**src/rtl/ecc_err_log.sv**
```systemverilog
module ecc_err_log (
  input  logic        clk,
  input  logic        rst_n,
  input  logic        ce_evt,
  input  logic        ue_evt,
  input  logic [31:0] err_addr,
  input  logic [7:0]  err_syn,
  input  logic        err_chan,
  input  logic [1:0]  reg_idx,
  input  logic        reg_we,
  input  logic [31:0] reg_wdata,
  output logic [31:0] reg_rdata,
  output logic        irq
);
  localparam logic [1:0] IDX_ADDR = 2'd0;
  localparam logic [1:0] IDX_INFO = 2'd1;
  localparam logic [1:0] IDX_STAT = 2'd2;
  localparam logic [1:0] IDX_EN   = 2'd3;
  localparam int CE_BIT = 0;
  localparam int UE_BIT = 7;
  localparam int CE_EN_BIT = 7;
  localparam int UE_EN_BIT = 8;

  logic [19:0] blk_q;
  logic [7:0]  syn_q;
  logic        chan_q, ce_q, ue_q, ce_en_q, ue_en_q;

  logic st_wr, en_wr, clr_ce, clr_ue, ce_keep, ue_keep, take_ue, take_ce;
  logic unused_bits;

  assign st_wr   = reg_we && reg_idx == IDX_STAT;
  assign en_wr   = reg_we && reg_idx == IDX_EN;
  assign clr_ce  = st_wr && reg_wdata[CE_BIT];
  assign clr_ue  = st_wr && reg_wdata[UE_BIT];
  assign ce_keep = ce_q && !clr_ce;
  assign ue_keep = ue_q && !clr_ue;
  assign take_ue = ue_evt && !ue_keep;
  assign take_ce = ce_evt && !ue_evt && !ce_keep && !ue_keep;
  assign unused_bits = ^{reg_wdata[31:9], reg_wdata[6:1], err_addr[11:0]};

  always_ff @(posedge clk) begin
    if (!rst_n) begin
      blk_q   <= '0;
      syn_q   <= '0;
      chan_q  <= 1'b0;
      ce_q    <= 1'b0;
      ue_q    <= 1'b0;
      ce_en_q <= 1'b0;
      ue_en_q <= 1'b0;
    end else begin
      ce_q <= ce_keep || ce_evt;
      ue_q <= ue_keep || ue_evt;
      if (take_ue || take_ce) begin
        blk_q  <= err_addr[31:12];
        syn_q  <= err_syn;
        chan_q <= err_chan;
      end
      if (en_wr) begin
        ce_en_q <= reg_wdata[CE_EN_BIT];
        ue_en_q <= reg_wdata[UE_EN_BIT];
      end
    end
  end

  always_comb begin
    reg_rdata = '0;
    case (reg_idx)
      IDX_ADDR: reg_rdata[31:12] = blk_q;
      IDX_INFO: begin
        reg_rdata[7:0] = syn_q;
        reg_rdata[8]   = chan_q;
      end
      IDX_STAT: begin
        reg_rdata[CE_BIT] = ce_q;
        reg_rdata[UE_BIT] = ue_q;
      end
      default: begin
        reg_rdata[CE_EN_BIT] = ce_en_q;
        reg_rdata[UE_EN_BIT] = ue_en_q;
      end
    endcase
  end

  assign irq = (ce_q && ce_en_q) || (ue_q && ue_en_q);

  assert_ce_sets_R2: assert property (@(posedge clk) disable iff (!rst_n)
    ce_evt |=> ce_q);
  assert_ue_sets_R3: assert property (@(posedge clk) disable iff (!rst_n)
    ue_evt |=> ue_q);
  assert_ue_over_ce_R3: assert property (@(posedge clk) disable iff (!rst_n)
    (ue_evt && !ue_q) |=> (blk_q == $past(err_addr[31:12]) && syn_q == $past(err_syn)));
  assert_ce_dropped_R4: assert property (@(posedge clk) disable iff (!rst_n)
    (ce_evt && !ue_evt && (ce_q || ue_q) && !st_wr) |=>
      ($stable(blk_q) && $stable(syn_q) && $stable(chan_q)));
  assert_ue_kept_R5: assert property (@(posedge clk) disable iff (!rst_n)
    (ue_q && !st_wr) |=> ($stable(blk_q) && $stable(syn_q) && $stable(chan_q)));
  assert_write_zero_R7: assert property (@(posedge clk) disable iff (!rst_n)
    (st_wr && !reg_wdata[CE_BIT] && ce_q) |=> ce_q);
  assert_irq_masked_R9: assert property (@(posedge clk) disable iff (!rst_n)
    (!ce_en_q && !ue_en_q) |-> !irq);
endmodule

```
**config.mk**
```make
export PLATFORM = sky130hd
export DESIGN_NAME = ecc_err_log
export DESIGN_NICKNAME = d
export VERILOG_FILES = /design/src/rtl/ecc_err_log.sv
export SDC_FILE = /design/constraint.sdc
export NUM_CORES = 1
export LEC_CHECK = 0
export BUFFER_PORTS_ARGS = -buffer_cell sky130_fd_sc_hd__buf_2
export CORE_MARGIN = 2
export CORE_UTILIZATION = 35
export CTS_CLUSTER_SIZE = 28
export DETAILED_ROUTE_END_ITERATION = 8
export MAX_ROUTING_LAYER = met4
export PLACE_DENSITY = 0.69
export SYNTH_ARGS = -nofsm -noshare
export SYNTH_HDL_FRONTEND = slang
export SYNTH_SLANG_ARGS = --single-unit
```
**constraint.sdc**
```tcl
create_clock -name clk -period 4.2 [get_ports clk]
set_input_delay 1.05 -clock clk [delete_from_list [all_inputs] [get_ports clk]]
set_output_delay 1.05 -clock clk [all_outputs]
set_load 0.005 [all_outputs]
```
==> metrics <==
setup_tns=0 ns; Synth Area in Adders=3.79%; pre-CTS worst setup slack=0.961 ns; Cells after Synth=195; final instance area=2090 µm²; CTS Hold Bufs=0; DP Area=1990 µm²; Residual DRC=0; postcts setup bufs=0; Cell Pwr Density=342 nW/µm²; min Tclk post-route=3.18 ns; Via Count=1427; vias in the first global route=1312; Final setup viols=0; status=finished, final reports clean; die area=5290 µm²; Hold Violations, Final=0; starting density of the core=35.7%; WL/cell=11.0 µm; Slew headroom=33.1%; Core ar.=4630 µm²; final setup margin=1.02 ns; max-cap viol count=0; mux share of post-synthesis cell area=17.6%; Worst setup SP type=input pin; share of cells above drive strength 1=30.1%; Max IR drop VDD=208 µV; hpwl dp=2.39 mm; Synth Area in Compound Gates=4.54%; final core utilization=45.2%; Crit. End Element=output port; Avg Cell Area, Syn=8.48 µm²; RePlAce Congestion=0.858; number of cell rows=25; Worst-Margin Slew=1.00 ns; Post-Synth XOR/XNOR Area=0%; first-pass iteration count of the detailed router=3; worst-path fanout max=20; Comb power frac=15.0%; Area Growth Syn to Fin=26.6%; Max Freq=0.315 GHz; Antenna Cells=0; Congestion Overflow GR=0; GRT Overall Usage=13.8%; Final period util=75.6%; pins over their slew limit=0; top cell type by total area after synthesis=dfxtp_1; Die X-Extent=72.7 µm; root buf cell=clkbuf_8; power share of the clock group=36.2%; largest net degree at the start of global routing=63; clk sinks=33; post-CTS resize count=0; CTS Buf Count=5; Synth area leaders=dfxtp_1 (40%), mux2i_1 (18%), nand2_1 (15%); CP Data Required Time=3.15 ns; Reg clk slew, reported paths=0.06 ns; first-pass GRT wire length=5.62 mm; io pins=113; Clock Skew=0.00469 ns; switching power total=177 µW; Seq/Total Area, Yosys=40.0%; TritonCTS clock tree=done; Sw Ratio=24.7%; WS Path Type=in -> out; Synth Register Bits=33; Netlist cell types=21; H-Tree Depth=2; RSZ-0062 raised after global routing=false; internal power=539 µW; YS warnings=0; DRT iter0 DRCs=49; largest family of logic cells by synthesized area=simple AND/OR/NAND/NOR gates; critical path data arrival time=2.13 ns; final antenna-violating net count=0; Synth Area in Simple Gates=27.5%; Seq pwr share=48.9%; Post-Route WL=3.44 mm; Yosys top cell area share=40.0%; die height=72.7 µm; initial antenna violation count=0; Hold WC Path Type=reg -> reg; PortBufs=68; Pleak=0.00108 µW; Clock Path Buffers=2; worst skew pair latency=0.28 ns; Final nets=343; vias per cell=4.56; cell area after synthesis=1650 µm²
## power by group through the flow
stage	Combinational [µW]	Clock, µW	Sequential [µW]
floorplan	77.6	0	353
finish	107	259	350
CTS	110	270	350
global placement	108	0	356
global route	121	283	353
detailed placement	109	0	357
## worst max-delay path, stage by stage
cell    delay [ns]
buf_2         0.12
inv_1         0.08
ha_1          0.54
and2_1        0.21
buf_2         0.12
## layer usage
layer / vias to the layer above / track usage, % / wire length [µm]
met4: 0 / 4.32 / 34
met2: 40 / 22.9 / 1630
met3: 7 / 4.01 / 175
met1: 639 / 16.0 / 1600
li1: 741 / - / -
met5: - / - / 0
## state kept, by name, summed over array words and instances, names as in the netlist
signal and cells:
blk_q 20, ce_en_q 1, ce_q 1, chan_q 1, syn_q 8, ue_en_q 1, ue_q 1
## cells by family after synthesis
kind of cell | after synthesis
compound gates | 10
fa+ha+maj | 5
buf+inv | 18
flops | 33
mux | 29
other cells | 1
simple gates | 99
## worst paths after layout
kind | from | end | slack (ns) | depth (start not counted)
min | blk_q[7]$_SDFFE_PN0P_ | blk_q[7]$_SDFFE_PN0P_ | 0.45 | 2
max reg2reg | ce_q$_SDFF_PN0_ | blk_q[17]$_SDFFE_PN0P_ | 2.65 | 4
max | reg_idx[0] | reg_rdata[26] | 1.02 | 5
min reg2reg | blk_q[7]$_SDFFE_PN0P_ | blk_q[7]$_SDFFE_PN0P_ | 0.45 | 2
## metrics by stage
step                power, µW  instances  hold slack (ns)
global placement          464        305            0.438
detailed placement        466        305            0.442
floorplan                 431        197            0.430
finish                    715        313            0.450
global route              757        313            0.475
CTS                       730        313            0.454
## area by class of cell
| class | instances | area (µm²) |
|---|---|---|
| multi-input combinational | 146 | 905 |
| clock inverter | 1 | 5.00 |
| sequential | 33 | 661 |
| inverter | 3 | 11.3 |
| clock buffer | 7 | 96.3 |
| timing repair buffer | 69 | 348 |
| tap | 54 | 67.6 |
| fill | 481 | 2540 |
## layout by cell type, fill, tap and decap left out
cell,Yosys,final
nand2_1,64,64
clkbuf_8,0,7
a21oi_1,2,2
buf_4,4,1
a22o_1,1,1
nand2b_1,1,1
o21ai_0,2,2
conb_1,1,3
a22oi_1,2,2
ha_1,5,5
buf_2,0,68
inv_1,3,3
mux2i_1,29,29
clkinv_2,0,1
a21boi_0,2,2
a32oi_4,0,1
dfxtp_1,33,33
nor2b_1,3,3
and2_1,26,26
nand3_1,4,4
nand4_1,1,1
## cells in the mapped netlist
cell,number
and2_1,26
ha_1,5
buf_12,1
a32oi_2,1
nor2b_1,3
dfxtp_1,33
buf_4,4
nand3_1,4
a21boi_0,2
o21ai_0,2
nand2b_1,1
mux2i_1,29
inv_1,3
nand4_1,1
conb_1,1
a21oi_1,2
a22oi_1,2
a22o_1,1
nand2_1,64
buf_6,1
clkbuf_1,9
No activity file was read; power rests on OpenSTA's default activity.
